<file path="config.mk">
export PLATFORM = sky130hd
export DESIGN_NAME = ckdiv_top
export DESIGN_NICKNAME = d
export VERILOG_FILES = /design/src/rtl/ckdiv_pkg.sv /design/src/rtl/ckdiv_regs.sv /design/src/rtl/ckdiv_src_mux.sv /design/src/rtl/ckdiv_core.sv /design/src/rtl/ckdiv_top.sv
export SDC_FILE = /design/constraint.sdc
export NUM_CORES = 1
export LEC_CHECK = 0
export BUFFER_PORTS_ARGS = -buffer_cell sky130_fd_sc_hd__clkbuf_2
export CORE_UTILIZATION = 44
export CTS_CLUSTER_SIZE = 10
export DETAILED_ROUTE_END_ITERATION = 6
export PLACE_DENSITY = 0.86
export SETUP_SLACK_MARGIN = 0.4
export SYNTH_ARGS = -nofsm -noshare
export SYNTH_HDL_FRONTEND = slang
export SYNTH_SLANG_ARGS = --single-unit
export TNS_END_PERCENT = 30
</file>
<file path="constraint.sdc">
create_clock -name clk_i -period 3.5 [get_ports clk_i]
set_input_delay 0.525 -clock clk_i [delete_from_list [all_inputs] [get_ports clk_i]]
set_output_delay 0.525 -clock clk_i [all_outputs]
set_load 0.02 [all_outputs]
</file>
<file path="src/rtl/ckdiv_pkg.sv">
package ckdiv_pkg;
  localparam int RATIO_W  = 6;
  localparam int STOP_BIT = 8;

  function automatic int sel_width(input int n);
    return (n == 8) ? 3 : (n == 4) ? 2 : 0;
  endfunction

  function automatic int sel_lsb(input int n);
    return (n == 8) ? 12 : (n == 4) ? 6 : 0;
  endfunction

  function automatic logic [31:0] used_mask(input int n);
    return 32'h0000_013F | (((32'd1 << sel_width(n)) - 32'd1) << sel_lsb(n));
  endfunction
endpackage

</file>
<file path="src/rtl/ckdiv_regs.sv">
module ckdiv_regs
  import ckdiv_pkg::*;
#(
  parameter int NUM_SRC = 8,
  parameter int SW      = 3
) (
  input  logic                clk_i,
  input  logic                rst_ni,
  input  logic                wr_en_i,
  input  logic [31:0]         wr_data_i,
  output logic [31:0]         rd_data_o,
  output logic [RATIO_W-1:0]  ratio_o,
  output logic [SW-1:0]       sel_o,
  output logic                stop_o
);
  localparam int RSW = sel_width(NUM_SRC);
  localparam int LSB = sel_lsb(NUM_SRC);

  logic [SW-1:0] wr_sel;
  logic [31:0]   sel_field;
  logic          wr_stop;
  logic [RATIO_W-1:0] wr_ratio;

  generate
    if (RSW > 0) begin : g_sel
      assign wr_sel    = SW'(wr_data_i[LSB +: RSW]);
      assign sel_field = 32'(sel_o) << LSB;
    end else begin : g_nosel
      assign wr_sel    = '0;
      assign sel_field = '0;
    end
  endgenerate

  assign wr_stop  = wr_data_i[STOP_BIT];
  // zero code while stopped is replaced by all-ones
  assign wr_ratio = (wr_stop && wr_data_i[RATIO_W-1:0] == '0) ? '1 : wr_data_i[RATIO_W-1:0];

  always_ff @(posedge clk_i or negedge rst_ni) begin
    if (!rst_ni) begin
      ratio_o <= '1;
      stop_o  <= 1'b1;
      sel_o   <= '0;
    end else if (wr_en_i) begin
      ratio_o <= wr_ratio;
      stop_o  <= wr_stop;
      sel_o   <= wr_sel;
    end
  end

  assign rd_data_o = (32'(stop_o) << STOP_BIT) | 32'(ratio_o) | sel_field;
endmodule

</file>
<file path="src/rtl/ckdiv_src_mux.sv">
module ckdiv_src_mux #(
  parameter int NUM_SRC = 8,
  parameter int SW      = 3
) (
  input  logic [NUM_SRC-1:0] src_i,
  input  logic [SW-1:0]      sel_i,
  output logic               tick_o
);
  logic [NUM_SRC-1:0] hit;

  generate
    for (genvar i = 0; i < NUM_SRC; i++) begin : g_hit
      assign hit[i] = src_i[i] && (sel_i == SW'(i));
    end
  endgenerate

  assign tick_o = |hit;
endmodule

</file>
<file path="src/rtl/ckdiv_core.sv">
module ckdiv_core #(
  parameter int RW = 6,
  parameter int SW = 3
) (
  input  logic          clk_i,
  input  logic          rst_ni,
  input  logic          tick_i,
  input  logic [RW-1:0] cfg_ratio_i,
  input  logic [SW-1:0] cfg_sel_i,
  input  logic          cfg_run_i,
  output logic          div_o,
  output logic [RW-1:0] act_ratio_o,
  output logic [SW-1:0] act_sel_o,
  output logic          act_run_o,
  output logic [RW-1:0] cnt_o
);
  function automatic logic [RW:0] half_of(input logic [RW-1:0] d);
    return ({1'b0, d} + (RW+1)'(1)) >> 1;
  endfunction

  logic          period_end;
  logic [RW:0]   cnt_inc;

  assign period_end = (cnt_o == act_ratio_o);
  assign cnt_inc    = {1'b0, cnt_o} + (RW+1)'(1);

  always_ff @(posedge clk_i or negedge rst_ni) begin
    if (!rst_ni) begin
      act_ratio_o <= '1;
      act_sel_o   <= '0;
      act_run_o   <= 1'b0;
      cnt_o       <= '1;
      div_o       <= 1'b0;
    end else if (!act_run_o) begin
      // stopped: adopt settings at once, park counter at period end
      act_ratio_o <= cfg_ratio_i;
      act_sel_o   <= cfg_sel_i;
      act_run_o   <= cfg_run_i;
      cnt_o       <= cfg_ratio_i;
      div_o       <= 1'b0;
    end else if (tick_i) begin
      if (period_end) begin
        act_ratio_o <= cfg_ratio_i;
        act_sel_o   <= cfg_sel_i;
        act_run_o   <= cfg_run_i;
        cnt_o       <= '0;
        div_o       <= cfg_run_i;
      end else begin
        cnt_o <= cnt_inc[RW-1:0];
        div_o <= (cnt_inc < half_of(act_ratio_o));
      end
    end else if (act_ratio_o == '0) begin
      div_o <= 1'b0;
    end
  end
endmodule

</file>
<file path="src/rtl/ckdiv_top.sv">
module ckdiv_top
  import ckdiv_pkg::*;
#(
  parameter int NUM_SRC = 8
) (
  input  logic               clk_i,
  input  logic               rst_ni,
  input  logic               wr_en_i,
  input  logic [31:0]        wr_data_i,
  output logic [31:0]        rd_data_o,
  input  logic [NUM_SRC-1:0] src_i,
  output logic               div_o
);
  localparam int SW = (sel_width(NUM_SRC) > 0) ? sel_width(NUM_SRC) : 1;

  logic [RATIO_W-1:0] cfg_ratio, act_ratio, cnt;
  logic [SW-1:0]      cfg_sel, act_sel;
  logic               cfg_stop, act_run, tick;

  ckdiv_regs #(.NUM_SRC(NUM_SRC), .SW(SW)) u_regs (
    .clk_i     (clk_i),
    .rst_ni    (rst_ni),
    .wr_en_i   (wr_en_i),
    .wr_data_i (wr_data_i),
    .rd_data_o (rd_data_o),
    .ratio_o   (cfg_ratio),
    .sel_o     (cfg_sel),
    .stop_o    (cfg_stop)
  );

  ckdiv_src_mux #(.NUM_SRC(NUM_SRC), .SW(SW)) u_mux (
    .src_i  (src_i),
    .sel_i  (act_sel),
    .tick_o (tick)
  );

  ckdiv_core #(.RW(RATIO_W), .SW(SW)) u_core (
    .clk_i       (clk_i),
    .rst_ni      (rst_ni),
    .tick_i      (tick),
    .cfg_ratio_i (cfg_ratio),
    .cfg_sel_i   (cfg_sel),
    .cfg_run_i   (!cfg_stop),
    .div_o       (div_o),
    .act_ratio_o (act_ratio),
    .act_sel_o   (act_sel),
    .act_run_o   (act_run),
    .cnt_o       (cnt)
  );
endmodule

</file>
### Yosys cells after proc, flatten, opt, wreduce, memory -nomap -nowiden

Cells that the tools add are included.
W data, S select, Z words.

* bitwise gates (word level): 2
* equal/unequal tests: 11
* reductions and logical operators: 15
* mux-type cells: 17
* $lt $le $gt $ge: 1
* add/sub/neg operators: 2

Operators with widths (number)
* $mux W6: 7
* $or A32 B15 Y32: 1
* $add A6 B1 Y7 const B: 2
* $eq A3 B3 Y1 const B: 4
* $logic_not A6 Y1: 2
* $logic_and A1 B1 Y1: 9
* $mux W3: 3
* $or A9 B6 Y9: 1
* $reduce_or A8 Y1: 1
* $lt A7 B6 Y1: 1
* $mux W1: 7
* $eq A3 B2 Y1 const B: 2
* $eq A6 B6 Y1: 1
* $ne A2 B2 Y1 const B: 2
* $eq A3 B1 Y1 const B: 1
* $logic_not A3 Y1: 1
* $ne A3 B3 Y1 const B: 1
* $reduce_and A2 Y1: 1
* $logic_not A1 Y1: 1

* output and inout port bits: 33
* word-level logic and storage cells: 56
* bits in registers: 27

### Depth between registers and ports, before layout

Gate-level depths: netlist (run 1).

* word-level depth: 5
* mapped depth: 9
* depth with buffers taken out: 8

### Cells and area by module

From an unflattened synthesis (run 1), not the netlist that was laid out.

* cell total of the unflattened synthesis: 186
* area total of the unflattened synthesis: 1955.6 um^2

Modules (own cells, without submodules)
* ckdiv_core: area an instance 1188.6 um^2, seq. area each 440.4 um^2, cells each 117, times used 1
* ckdiv_regs: area an instance 699.4 um^2, seq. area each 259.0 um^2, cells each 65, times used 1
* ckdiv_src_mux: area an instance 63.8 um^2, seq. area each 0.0 um^2, cells each 3, times used 1
* ckdiv_top: area an instance 3.8 um^2, seq. area each 0.0 um^2, cells each 1, times used 1

### Least setup slack after synthesis (run 1)

Ideal clock, no wire load.

* path kind: flip-flop to flip-flop
* from: register u_core.cnt_o[0]
* to: register u_core.div_o
* cell stages (with the launch flop): 9
* path buffers: 0
* period minus slack after synthesis: 2.099 ns
* library setup time: 0.126 ns
* arrival: 1.973 ns
* path slack: 1.401 ns
* path through: dfstp_2 -> ha_1 -> nand3_1 -> xnor2_1 -> ha_1 -> a21o_1 -> a211oi_1 -> and3_1 -> o311a_1

* longest elaborated chain between the ends: 5
* elaborated cells on any way between the ends: 6
* those cells by class: add/sub: 1; order compare: 1; eq/ne: 1; mux: 3

Ends and longest elaborated chain
* from (decl): RTL line ckdiv_core.sv:15 `output logic [RW-1:0] cnt_o`
* from (signal assigned): RTL line ckdiv_core.sv:39 `cnt_o <= cfg_ratio_i;`
* from (signal assigned): RTL line ckdiv_core.sv:49 `cnt_o <= cnt_inc[RW-1:0];`
* $add A6 B1 Y7: RTL line ckdiv_core.sv:25 `assign cnt_inc = {1'b0, cnt_o} + (RW+1)'(1);`
* $lt A7 B6 Y1: RTL line ckdiv_core.sv:50 `div_o <= (cnt_inc < half_of(act_ratio_o));`
* $mux W1 (*): RTL line ckdiv_core.sv:42 `if (period_end) begin`
* $mux W1 (*): RTL line ckdiv_core.sv:41 `end else if (tick_i) begin`
* $mux W1 (*): RTL line ckdiv_core.sv:34 `end else if (!act_run_o) begin`
* to (signal assigned): RTL line ckdiv_core.sv:47 `div_o <= cfg_run_i;`
* to (signal assigned): RTL line ckdiv_core.sv:50
* to (decl): RTL line ckdiv_core.sv:11 `output logic div_o,`

Mark *: on every way between the ends. The rest lies on a longest branch, timed or not.
A chain may end at the register's enable or synchronous reset.

### Worst setup path in the final report (run 1)

Ends and elaborated chain as after synthesis.

==> results.ini, run 1 <==
[outcome]
outcome=complete, no violations

[synthesis]
synth_simple_gate_area_share_pct=10.2
ys_types=40
yosys-top-cells-count=buf_4 (24), dfstp_2 (19), mux2_2 (12), xor2_1 (10)
synth-edff-count=0
synth-compound-area-share_pct=12.3
synth_xor_area_share_pct=6.96
yosysWarnings=0
synth_top_family_by_area=multiplexers
yosysTopAreaCellShare_pct=28.3
ys.flop_type=dfstp_2
synth_mux_area_share_pct=12.9
yosysTopAreaCell=dfstp_2
synth_area_leaders=dfstp_2 (28%), dfrtp_1 (11%), buf_4 (10%), mux2_2 (7.7%), ha_1 (5.7%)
yosysMostFrequentCell=buf_4
netlist_area_sq_um=1760
synth_cells=160
ys_async_sr_fraction_pct=100
seq_area_frac_synth_pct=39.7
postSynthAreaPerCell_sq_um=11.0
ys_ff_latch=27
synthAdderAreaFrac_pct=5.68

[floorplanning]
io_pins=76
initial_core_util_pct=47.1
die_area_sq_um=4260
die_h_microns=65.3
rows=22
die_w_microns=65.3
core_sq_um=3740

[sta]
drv_slew=0
max_freq_mhz=428
setup_tns_ns=0
hold_viol_final=0
tightest_slew_ns=0.631
fin_skew_ns=0.00221
rsz0062_at_grt=false
min_period_ns=2.33
timing.slew.headroom_pct=58.0
hold_ws_ns=0.263
min_period_over_period_pct=66.7
finalSetupViolCount=0

[detailed_routing]
drtAntennaViolNets=0
drc=0
wl_per_cell_microns=12.6
dr.pass1.iters=4
dr_total_vias=1203
wl_microns=2950
dr.first_iter.drc_count=17
via_per_inst=5.12

[place]
dp.final_hpwl_microns=2320
portBuffers=31
dpl_cell_area_sq_um=1860
place.gp.congestion=0.863

[power]
leakagePower_nw=0.856
p_total_mw=1.61
ir_worst_vdd_mv=0.436
p_per_area_nw_per_um2=846

[clock_network]
hold_buffers=0
htreeDepth=1
cts_root_buffer=clkbuf_8
postCtsSetupBuffers=0
cts_made_buffers=3
cts_resized=0
clkTransAtPathRegs_ns=0.08
clock_path_buffers=2
cts_tree=built
clock_sinks=27
clock_latency_ns=0.27

[setup_path]
crit_type=flop to flop
cp.required_ns=3.71
worstSetupStartpointType=flop
cp_max_fo=5
worstPathArrival_ns=2.54
endpoint_kind=flop

[grt]
grt_first_pass_wirelength_microns=5060
grt_pass1_vias=1165
antenna_found_initial=0
grt_max_degree=28
grt_overflow_total=0
grt.total_usage_pct=15.1

[min_path]
hold_class=input pin to asynchronous set/reset pin

[cells_and_area]
nNetsFinal=239
antennaDiodeCount=0
final_core_util_pct=50.8
final_cell_area_sq_um=1900
synthToLayoutAreaGrowth_pct=7.88
drive_gt1_share_pct=39.0

[job]
max_cap_violations=0

[routing by layer]
metal	vias up	routed length [microns]	track usage [%]
li1	583	-	-
met1	574	1290	19.1
met2	43	1510	27.1
met3	3	136	2.26
met4	0	21	3.26
met5	-	0	0
[metrics by stage]
stage | std cells | setup WS, ns
2_1_floorplan | 181 | 1.40
3_3_place_gp | 231 | 1.23
3_5_place_dp | 231 | 1.19
4_1_cts | 235 | 1.17
5_1_grt | 235 | 1.00
6_report | 235 | 1.17
[where the power goes]
part	switching, mW	internal, mW	total [mW]
Sequential	0.164	0.483	0.647
Combinational	0.408	0.384	0.792
Clock	0.0878	0.0814	0.169
Total	0.660	0.949	1.61
[kinds of logic (layout without fill, tap and decap cells)]
group | Yosys count | in the layout
muxes | 17 | 17
buffers and inverters | 32 | 38
AOI/OAI and AO/OA | 27 | 27
and+or+nand+nor | 34 | 34
other | 1 | 22
adders and majority gates | 8 | 8
DFF | 27 | 27
xor gates and xnor gates | 14 | 14
[path summary, 6_finish.rpt]
path	start	endpoint	slack [ns]	cells past startpoint
worst max-delay path	u_core.cnt_o[0]	u_core.div_o	1.17	8
worst min-delay path	rst_ni	u_regs.sel_o[2]	0.26	1
worst max register to register	u_core.cnt_o[0]	u_core.div_o	1.17	8
worst min register to register	u_regs.stop_o	u_core.act_run_o	0.48	1
max in group asynchronous	rst_ni	u_core.div_o	2.83	1
min in group clk_i	u_regs.stop_o	u_core.act_run_o	0.48	1
[placed cells by master, fill, tap and decap left out, drive strengths merged]
cell type	n
o21ai	4
mux4	2
mux2	13
o41ai	1
a211oi	1
a22oi	2
o2111ai	1
nor4	2
dfrtp	8
o22a	6
nand3b	2
nor3	2
xor2	10
ha	8
xnor2	4
o311a	1
o21a	1
a21boi	1
a31oi	2
or4b	1
dfstp	19
nand3	5
inv	3
clkbuf	35
nand2	10
a221oi	1
nor2	9
and3	3
a21o	1
conb	22
a21oi	5
mux2i	2
[cell type report]
class,count,area [sq um]
Fill cell,334,1840
Multi-Input combinational cell,122,930
Sequential cell,27,699
Timing Repair Buffer,31,155
Tap cell,48,60.1
Clock buffer,4,45.0
Inverter,3,11.3
[state kept, by name, summed over array words and instances, names as in the netlist]
name,count
u_core.act_ratio_o,6
u_core.act_run_o,1
u_core.div_o,1
u_regs.ratio_o,6
u_core.cnt_o,6
u_regs.stop_o,1
u_regs.sel_o,3
u_core.act_sel_o,3
[critical path: stages, from the launching register on]
cell and delay, ns:
dfstp_2 0.59, ha_1 0.24, nand3_1 0.20, xnor2_1 0.19
ha_1 0.31, a21o_1 0.17, a211oi_1 0.21, and3_1 0.21
o311a_1 0.16
No activity file was read; power rests on OpenSTA's default activity.
==> inputs of run 2 (changes only) <==
- CORE_UTILIZATION: 44 -> 43
- PLACE_DENSITY: 0.86 -> 0.87
- clock period: 3.5 -> 1.9 ns (I/O delays scaled with it)
==> run 2 against run 1 <==
- the flow now finishes with violations (negative setup slack)
- sequential power rose by 78%
- worst hold slack got worse by 0.25 ns
- clock power rose by 88%
- core utilization rose by 8.2 points
- power rose by 130%
- critical endpoint unchanged
==> results.ini, run 2 (synthesis results as in run 1) <==
[setup_path]
endpoint_kind=flop  ; unchanged
cp_slowest_cell=dfstp_2  ; unchanged
crit_start=u_core.cnt_o[0]  ; unchanged
crit_chain=ha_4 > nand3_4 > xnor2_2 > ha_1 > a21o_1 > a211oi_2 > and3_1 > o311a_1  ; was ha_1 > nand3_1 > xnor2_1 > ha_1 > a21o_1 > a211oi_1 > and3_1 > o311a_1
crit_buf_inv=0  ; unchanged
cp_max_fo=4  ; was 5
cp_slowest_stage_delay_ns=0.59  ; about the same
path_delay_family=flip-flops  ; unchanged
timing.rr.start=u_core.cnt_o[0]  ; unchanged
cp.required_ns=2.06  ; was 3.71 ns
crit_type=flop to flop  ; unchanged
worstPathArrival_ns=2.22  ; was 2.54 ns
worstSetupStartpointType=flop  ; unchanged

[power]
ir_worst_vdd_mv=0.990  ; was 0.436 mV
p_per_area_nw_per_um2=1670  ; was 846 nW/um^2
p_total_mw=3.75  ; was 1.61 mW
leakagePower_nw=1.03  ; was 0.856 nW

[detailed_routing]
wl_microns=3890  ; was 2950 microns
dr_total_vias=1354  ; was 1203
drtAntennaViolNets=0  ; unchanged
drc=0  ; unchanged
via_per_inst=5.13  ; was 5.12
top_layer=met4  ; unchanged
met1_length_microns=1520  ; was 1290 microns
wl_per_cell_microns=14.7  ; was 12.6 microns
met3WireLength_microns=203  ; was 136 microns
wl_met2_microns=2050  ; was 1510 microns
dr.pass1.iters=4  ; unchanged
dr.first_iter.drc_count=21  ; was 17

[cells_and_area]
drive_gt1_share_pct=52.8  ; was 39.0%
synthToLayoutAreaGrowth_pct=27.1  ; was 7.88%
nNetsFinal=268  ; was 239
antennaDiodeCount=0  ; unchanged
mostFrequentLayoutCells=clkbuf_2 (31), buf_4 (26), conb_1 (22), dfstp_2 (19)  ; was clkbuf_2 (31), conb_1 (22), dfstp_2 (19), mux2_2 (12), xor2_1 (10)
final_core_util_pct=59.0  ; was 50.8%
final_cells=264  ; was 235
largestRegisters=u_core.act_ratio_o: 6 flops, u_core.cnt_o: 6 flops, u_regs.ratio_o: 6 flops  ; unchanged
layout_commonest_cell=clkbuf_2  ; unchanged

[floorplanning]
die_w_microns=66.0  ; was 65.3 microns
die_area_sq_um=4360  ; was 4260 sq um
core_sq_um=3800  ; was 3740 sq um
io_pins=76  ; unchanged
rows=22  ; unchanged
initial_core_util_pct=46.4  ; was 47.1%
die_h_microns=66.0  ; was 65.3 microns

[clock_network]
clkTransAtPathRegs_ns=0.09  ; was 0.08 ns
cts_tree=built  ; unchanged
clock_path_buffers=2  ; unchanged
htreeDepth=1  ; unchanged
cts_root_buffer=clkbuf_8  ; unchanged
clock_latency_ns=0.27  ; about the same
clock_sinks=27  ; unchanged
hold_buffers=0  ; unchanged
cts_made_buffers=3  ; unchanged

[outcome]
outcome=finished with violations  ; was complete, no violations
violations=negative setup slack

[sta]
max_freq_mhz=486  ; was 428 MHz
timing.slew.headroom_pct=58.7  ; was 58.0%
min_period_ns=2.06  ; was 2.33 ns
setup_ws_ns=-0.158  ; was 1.17 ns
min_period_over_period_pct=108  ; was 66.7%
drv_slew=0  ; unchanged
finalSetupViolCount=10  ; was 0
tightest_slew_ns=0.620  ; was 0.631 ns
hold_viol_final=0  ; unchanged
rsz0062_at_grt=true  ; was false
fin_skew_ns=0.00323  ; was 0.00221 ns

[grt]
grt_pass1_vias=1354  ; was 1165
grt.total_usage_pct=18.4  ; was 15.1%
antenna_found_initial=0  ; unchanged
grt_max_degree=28  ; unchanged
grt_overflow_total=0  ; unchanged
grt_first_pass_wirelength_microns=5980  ; was 5060 microns

[place]
dp_cells=253  ; was 231
place.gp.congestion=0.882  ; was 0.863
portBuffers=31  ; unchanged
dp.final_hpwl_microns=2660  ; was 2320 microns

[job]
max_cap_violations=0  ; unchanged

[min_path]
hold_class=input pin to asynchronous set/reset pin  ; unchanged

[run 2: cell count changes in the layout (fill, tap and decap cells not counted), sizes merged]
cell	change
buf	+29
[run 2: path summary, 6_finish.rpt]
path	end	slack [ns]	cells after the start
worst max-delay path	u_core.div_o	-0.16	8
worst min-delay path	u_core.act_run_o	0.01	1
worst max register to register	u_core.div_o	-0.16	8
worst min register to register	u_core.act_run_o	0.50	1
max in group asynchronous	u_core.div_o	1.49	1
min in group clk_i	u_regs.ratio_o[5]	0.23	2
[run 2: report_power, final]
group | internal (mW) | leakage (nW) | switching (mW)
registers | 0.886 | 0.292 | 0.262
logic | 1.24 | 0.712 | 1.05
clock network | 0.150 | 0.0228 | 0.167
[run 2: metal layers]
metal	global-route usage [%]	vias up
met2	33.0	61
li1	-	635
met4	9.31	0
met3	2.93	11
met5	0	-
met1	20.9	647
[run 2: final cells by class]
class | instances | area [sq um]
sequential | 27 | 699
inverter | 3 | 11.3
fill | 309 | 1560
tap | 48 | 60.1
clock buffer | 4 | 45.0
timing repair buffer | 60 | 393
multi-input combinational | 122 | 1030
[run 2: worst reg2reg max path, cell delays in order (launching register included)]
cell	delay, ns
dfstp_2	0.59
ha_4	0.17
nand3_4	0.09
xnor2_2	0.14
ha_1	0.29
a21o_1	0.14
a211oi_2	0.06
and3_1	0.18
o311a_1	0.28
[run 2: timing repair]
action                     4_1_cts  5_1_grt
setup endpoints to repair       17       17
pin swaps                        7        6
setup buffers                    6        1
gates resized for setup         10        6
[run 2: metrics by stage]
stage               setup TNS [ns]  hold slack [ns]  instance area [sq um]  setup WS, ns
floorplan                  -0.0913          -0.0106                   1890       -0.0913
global placement            -0.181            0.332                   2080        -0.133
detailed placement          -0.440            0.327                   2080        -0.164
CTS                         -0.630           0.0305                   2190        -0.125
global route                 -1.89           0.0620                   2240        -0.266
finish                       -1.13           0.0127                   2240        -0.158
